===== src/rtl/diag_pkg.sv =====
package diag_pkg;

  typedef enum logic [1:0] {
    CODE_BAT_HOT = 2'b00,
    CODE_GND     = 2'b01,
    CODE_OPEN    = 2'b10,
    CODE_NONE    = 2'b11
  } diag_code_e;

  localparam int KIND_OPEN = 0;
  localparam int KIND_GND  = 1;
  localparam int KIND_BAT  = 2;
  localparam int KIND_HOT  = 3;
  localparam int NUM_KINDS = 4;

  localparam int FLAG_ANY_BIT = 0;
  localparam int FLAG_HOT_BIT = 1;

endpackage


===== src/rtl/diag_filter.sv =====
// Persistence filter for a vector of raw fault levels. Each lane counts
// consecutive high samples and reports a one-cycle confirm when the count
// reaches FILT_CYC. The counter then saturates until the level drops.
module diag_filter #(
  parameter int LANES    = 18,
  parameter int FILT_CYC = 4
) (
  input  logic             clk,
  input  logic             rst,
  input  logic [LANES-1:0] raw,
  output logic [LANES-1:0] confirm
);

  localparam int CNT_W = $clog2(FILT_CYC + 1);
  localparam logic [CNT_W-1:0] CNT_SAT  = CNT_W'(FILT_CYC);
  localparam logic [CNT_W-1:0] CNT_LAST = CNT_W'(FILT_CYC - 1);

  for (genvar l = 0; l < LANES; l++) begin : g_lane
    logic [CNT_W-1:0] cnt_q;

    always_ff @(posedge clk) begin
      if (rst) begin
        cnt_q <= '0;
      end else if (!raw[l]) begin
        cnt_q <= '0;
      end else if (cnt_q != CNT_SAT) begin
        cnt_q <= cnt_q + 1'b1;
      end
    end

    assign confirm[l] = raw[l] && (cnt_q == CNT_LAST);
  end

endmodule


===== src/rtl/diag_store.sv =====
// Holds the per-channel codes and the summary flags, packs them into words
// and serves clear-on-read accesses.
module diag_store
  import diag_pkg::*;
#(
  parameter int NUM_CH      = 18,
  parameter int CH_PER_WORD = 8
) (
  input  logic                                  clk,
  input  logic                                  rst,
  input  logic [NUM_CH-1:0]                     conf_open,
  input  logic [NUM_CH-1:0]                     conf_gnd,
  input  logic [NUM_CH-1:0]                     conf_bat,
  input  logic [NUM_CH-1:0]                     conf_hot,
  input  logic                                  rd_req,
  input  logic [$clog2((NUM_CH+CH_PER_WORD-1)/CH_PER_WORD+1)-1:0] rd_addr,
  output logic                                  rd_valid,
  output logic [2*CH_PER_WORD-1:0]              rd_data,
  output logic [2*NUM_CH-1:0]                   codes_flat,
  output logic                                  flag_any,
  output logic                                  flag_hot
);

  localparam int WORD_W    = 2 * CH_PER_WORD;
  localparam int NUM_WORDS = (NUM_CH + CH_PER_WORD - 1) / CH_PER_WORD;
  localparam int ADDR_W    = $clog2(NUM_WORDS + 1);
  localparam logic [ADDR_W-1:0] STAT_ADDR = ADDR_W'(NUM_WORDS);

  logic [1:0]        code_q [NUM_CH];
  logic [WORD_W-1:0] words  [NUM_WORDS];
  logic [WORD_W-1:0] rd_mux;
  logic              stat_clr;

  assign stat_clr = rd_req && (rd_addr == STAT_ADDR);

  // Per-channel update: a read clear comes first, then any confirmation
  // on the same edge overrides it so the new fault is kept.
  for (genvar c = 0; c < NUM_CH; c++) begin : g_ch
    localparam logic [ADDR_W-1:0] MY_WORD = ADDR_W'(c / CH_PER_WORD);
    logic       clr;
    logic [1:0] code_nxt;

    assign clr = rd_req && (rd_addr == MY_WORD);

    always_comb begin
      code_nxt = code_q[c];
      if (clr) code_nxt = CODE_NONE;
      if (conf_bat[c] || conf_hot[c]) code_nxt = CODE_BAT_HOT;
      else if (conf_gnd[c])           code_nxt = CODE_GND;
      else if (conf_open[c])          code_nxt = CODE_OPEN;
    end

    always_ff @(posedge clk) begin
      if (rst) code_q[c] <= CODE_NONE;
      else     code_q[c] <= code_nxt;
    end

    assign codes_flat[2*c +: 2] = code_q[c];
  end

  // Word packing; positions without a channel read as zero.
  for (genvar w = 0; w < NUM_WORDS; w++) begin : g_word
    for (genvar k = 0; k < CH_PER_WORD; k++) begin : g_slot
      if (w * CH_PER_WORD + k < NUM_CH) begin : g_used
        assign words[w][2*k +: 2] = code_q[w*CH_PER_WORD + k];
      end else begin : g_pad
        assign words[w][2*k +: 2] = 2'b00;
      end
    end
  end

  always_comb begin
    rd_mux = '0;
    for (int w = 0; w < NUM_WORDS; w++) begin
      if (rd_addr == ADDR_W'(w)) rd_mux = words[w];
    end
    if (rd_addr == STAT_ADDR) begin
      rd_mux[FLAG_ANY_BIT] = flag_any;
      rd_mux[FLAG_HOT_BIT] = flag_hot;
    end
  end

  always_ff @(posedge clk) begin
    if (rst) begin
      flag_any <= 1'b0;
      flag_hot <= 1'b0;
      rd_valid <= 1'b0;
      rd_data  <= '0;
    end else begin
      rd_valid <= rd_req;
      if (rd_req) rd_data <= rd_mux;
      flag_any <= (flag_any && !stat_clr) ||
                  (|{conf_open, conf_gnd, conf_bat, conf_hot});
      flag_hot <= (flag_hot && !stat_clr) || (|conf_hot);
    end
  end

endmodule


===== src/rtl/fault_diag_reg.sv =====
module fault_diag_reg
  import diag_pkg::*;
#(
  parameter int NUM_CH      = 18,
  parameter int FILT_CYC    = 4,
  parameter int CH_PER_WORD = 8
) (
  input  logic                     clk,
  input  logic                     rst,
  input  logic [NUM_CH-1:0]        raw_open,
  input  logic [NUM_CH-1:0]        raw_gnd,
  input  logic [NUM_CH-1:0]        raw_bat,
  input  logic [NUM_CH-1:0]        raw_hot,
  input  logic                     rd_req,
  input  logic [$clog2((NUM_CH+CH_PER_WORD-1)/CH_PER_WORD+1)-1:0] rd_addr,
  output logic                     rd_valid,
  output logic [2*CH_PER_WORD-1:0] rd_data
);

  logic [NUM_CH-1:0] raw_kind  [NUM_KINDS];
  logic [NUM_CH-1:0] conf_kind [NUM_KINDS];
  logic [NUM_CH-1:0] conf_open, conf_gnd, conf_bat, conf_hot;
  logic [2*NUM_CH-1:0] codes_flat;
  logic flag_any, flag_hot;

  assign raw_kind[KIND_OPEN] = raw_open;
  assign raw_kind[KIND_GND]  = raw_gnd;
  assign raw_kind[KIND_BAT]  = raw_bat;
  assign raw_kind[KIND_HOT]  = raw_hot;

  for (genvar k = 0; k < NUM_KINDS; k++) begin : g_kind
    diag_filter #(
      .LANES    (NUM_CH),
      .FILT_CYC (FILT_CYC)
    ) u_filt (
      .clk     (clk),
      .rst     (rst),
      .raw     (raw_kind[k]),
      .confirm (conf_kind[k])
    );
  end

  assign conf_open = conf_kind[KIND_OPEN];
  assign conf_gnd  = conf_kind[KIND_GND];
  assign conf_bat  = conf_kind[KIND_BAT];
  assign conf_hot  = conf_kind[KIND_HOT];

  diag_store #(
    .NUM_CH      (NUM_CH),
    .CH_PER_WORD (CH_PER_WORD)
  ) u_store (
    .clk        (clk),
    .rst        (rst),
    .conf_open  (conf_open),
    .conf_gnd   (conf_gnd),
    .conf_bat   (conf_bat),
    .conf_hot   (conf_hot),
    .rd_req     (rd_req),
    .rd_addr    (rd_addr),
    .rd_valid   (rd_valid),
    .rd_data    (rd_data),
    .codes_flat (codes_flat),
    .flag_any   (flag_any),
    .flag_hot   (flag_hot)
  );

endmodule


===== config.mk =====
export PLATFORM = sky130hd
export DESIGN_NAME = fault_diag_reg
export DESIGN_NICKNAME = d
export VERILOG_FILES = /design/src/rtl/diag_pkg.sv /design/src/rtl/diag_filter.sv /design/src/rtl/diag_store.sv /design/src/rtl/fault_diag_reg.sv
export SDC_FILE = /design/constraint.sdc
export NUM_CORES = 1
export LEC_CHECK = 0
export CAP_MARGIN = 40
export CORE_MARGIN = 5
export CORE_UTILIZATION = 53
export CTS_BUF_LIST = sky130_fd_sc_hd__clkbuf_8
export CTS_CLUSTER_DIAMETER = 150
export CTS_CLUSTER_SIZE = 12
export DETAILED_ROUTE_END_ITERATION = 8
export PLACE_DENSITY = 0.75
export SETUP_SLACK_MARGIN = 0.15
export SLEW_MARGIN = 40
export SYNTH_ARGS = -nofsm -noshare
export SYNTH_HDL_FRONTEND = slang
export SYNTH_SLANG_ARGS = --single-unit

===== constraint.sdc =====
create_clock -name clk -period 1.9 [get_ports clk]
set_input_delay 0.475 -clock clk [delete_from_list [all_inputs] [get_ports clk]]
set_output_delay 0.475 -clock clk [all_outputs]
set_load 0.05 [all_outputs]

==> results.tsv <==
stage	metric	value	unit
layout	nets	2044	
timing	setup violators final	0	
timing	Hold WS	366.3	ps
layout	Non-Filler Instances	2081	
die	die height	170.8	um
logic_synthesis	Synth top area share	0.3961	
clocking	Clk Latency, worst-skew pair	570	ps
place	Final HPWL DP	23080	um
critical_path	crit-path cells	ha_1 > ha_2 > a22oi_2 > nand4_1 > nor4_2 > a41oi_1	
logic_synthesis	Synth area leader	dfxtp_1	
clocking	Max clock buf depth	3	
global_routing	via count of the first global-routing pass	10514	
logic_synthesis	largest family of logic cells by synthesized area	adder cells	
critical_path	Slowest-stage cell, CP	dfxtp_2	
power_and_ir_drop	Pwr Density	652.8	nW/um^2
run	max-cap violation count	0	
critical_path	Arr. time, crit path	2180	ps
logic_synthesis	ranking of synthesized cells by area	dfxtp_1, ha_1, nand2_1	
logic_synthesis	Synth Area in Compound Gates	0.1107	
global_routing	initial antenna violation count	1	
clocking	TritonCTS clock tree	yes	
timing	max-slew violation count	0	
power_and_ir_drop	Peak VDD IR	0.4724	mV
logic_synthesis	FFs w/ async S/R, synth	0	
route	Routed Antenna Nets	0	
die	die width	170.8	um
place	GP Congestion	0.8557	
logic_synthesis	Commonest cells post-synth	dfxtp_1, nand2_1, inv_1	
critical_path	Worst setup SP type	register	
logic_synthesis	Synth Area in Simple Gates	0.1690	
route	1st-pass router iterations	5	
logic_synthesis	Post-Synthesis Cell Area	13700	um^2
layout	ANT cells	0	
place	Port Buf Inserts	93	
logic_synthesis	sequential area share after synthesis	0.3961	
logic_synthesis	Synth warnings	0	
critical_path	Req. time, crit path	2330	ps
critical_path	Slowest Stage Delay on Critical Path	340	ps
logic_synthesis	post-synthesis xor/xnor area fraction	0.04604	
timing	RSZ-0062 raised after global routing	true	
global_routing	grt total ovfl	0	
die	core area	25330	um^2
logic_synthesis	Synth Area in Adders	0.1973	
route	1st-iter DRT viols	509	
layout	layout cells sized above 1	0.1422	
clocking	Reg clk slew, reported paths	80	ps
route	wire length per cell	14.25	um
global_routing	pin count of the biggest net entering global routing	67	
min_path	Worst Hold Class	primary input to register	
logic_synthesis	Top FF cell, synth	dfxtp_1	
route	# DRC	0	
logic_synthesis	Syn Nets	1865	
timing	fin crit period	1749	ps
timing	clock skew	22.36	ps
timing	Max Fclk	0.5718	GHz
power_and_ir_drop	PnR Total Power	10.52	mW
critical_path	crit path capture type	register	
route	Vias	10858	
power_and_ir_drop	Leakage	6.397	nW
logic_synthesis	Yosys reg bits	271	
clocking	hold_buf cts	0	
place	Placed Cells	2038	
timing	final hold vios	0	
timing	Worst slew margin	0.5823	
global_routing	first-pass GRT wire length	48360	um
critical_path	Setup CP Type	register to register	
logic_synthesis	post-synth cell types	38	
layout	Syn-to-layout area delta	17.67	%
clocking	clock sink count	271	
logic_synthesis	post-synthesis mux area share	0.01297	
die	# IOs	94	
logic_synthesis	EDFF count, synth	0	
clocking	CTS H-tree depth	1	
timing	fin crit share	0.9205	
logic_synthesis	count leader, synth	dfxtp_1	
logic_synthesis	Syn Area/Cell	8.714	um^2
clocking	Root Buffer	clkbuf_8	
critical_path	CP max FO	3	
clocking	CTS buffer count	26	
die	Starting Density	0.5409	
global_routing	All-Layer GR Usage	0.1994	
logic_synthesis	Mapped Cells	1572	
timing	worst slew pin tran	625.9	ps
route	Via density	5.218	
die	die area	29160	um^2
route	DRT Wirelength	29640	um
die	Rows	58	
status	status	finished clean	
-- layer usage --
metal	vias up	global-route usage	part of all wire
met4	2	0.07222	0.033
met3	57	0.02680	0.045
met1	5105	0.2516	0.43
li1	5498	-	-
met2	196	0.3492	0.49
met5	-	0	0.00037
-- worst max-delay path, delay by kind of cell (launching register included) --
kind | cells | cell delay (ps)
flops | 1 | 340
simple gates | 2 | 530
compound gates | 2 | 350
fa+ha+maj | 2 | 390
-- registers in the layout, summed over array words and instances (netlist names) --
signal and count:
g_kind.u_filt.g_lane.cnt_q 216, u_store.code_q 36, u_store.flag_any 1, u_store.flag_hot 1
u_store.rd_data 16, u_store.rd_valid 1
-- cell families (layout without fill, tap and decap cells) --
group                    count (synthesis)  count (layout)
buffers and inverters                  241             420
AO/OA/AOI/OAI                          250             250
flip-flops                             271             271
multiplexers                            16              16
adder cells (fa/ha/maj)                216             216
AND/OR/NAND/NOR                        506             506
XOR/XNOR                                72              72
-- through the flow --
stage | setup TNS (ps) | instance area, um^2 | setup slack, ps | util
after global placement | -9500 | 15400 | -407.4 | 0.6082
after global routing | 0 | 16120 | 45.52 | 0.6364
after detailed placement | -11140 | 15400 | -447.5 | 0.6082
after CTS | 0 | 15910 | 137.8 | 0.6282
final | 0 | 16120 | 151.1 | 0.6364
after floorplan | 0 | 13700 | 243.9 | -
-- report_power, final --
part | switching (mW) | internal [mW] | total (mW)
logic | 0.658 | 0.627 | 1.28
clock network | 1.91 | 1.27 | 3.18
registers | 0.173 | 5.89 | 6.06
total | 2.74 | 7.78 | 10.5
-- placed cells by master, fill, tap and decap left out, types with 10 or more instances in the layout --
cell type,synthesis,final
nand2_1,231,231
a31o_2,31,31
nor2_1,92,92
a22oi_1,38,20
nand3_1,75,74
dfxtp_1,271,245
mux2_2,14,14
nand2b_1,73,73
dfxtp_2,0,26
a21oi_1,145,145
a22oi_2,0,18
o21ai_0,19,19
ha_1,216,198
ha_2,0,16
buf_4,2,96
inv_1,218,218
clkdlybuf4s50_1,0,74
clkbuf_8,0,27
xnor2_1,72,72
or3b_2,10,10
-- final cells by class --
| class | instances | area, um^2 |
|---|---|---|
| Clock buffer | 27 | 371.6 |
| Inverter | 218 | 818.3 |
| Multi-Input combinational cell | 1060 | 7526 |
| Fill cell | 2162 | 9208 |
| Timing Repair Buffer | 174 | 1525 |
| Tap cell | 330 | 412.9 |
| Sequential cell | 271 | 5458 |
| Clock inverter | 1 | 7.507 |
-- final timing paths --
kind | from | slack, ps | depth (start not counted) | end
max reg2reg | g_kind[0].u_filt.g_lane[16].cnt_q[0] | 150 | 6 | u_store.flag_any
max | g_kind[0].u_filt.g_lane[16].cnt_q[0] | 150 | 6 | u_store.flag_any
min reg2reg | g_kind[2].u_filt.g_lane[13].cnt_q[2] | 480 | 2 | g_kind[2].u_filt.g_lane[13].cnt_q[1]
min | rst | 370 | 3 | u_store.rd_data[3]
-- timing repair --
action	CTS	global route
buffers inserted	5	10
resized for setup	23	48
endpoints found under the setup margin	1	1
pin swaps	7	22
(Power assumes the default switching activity.)
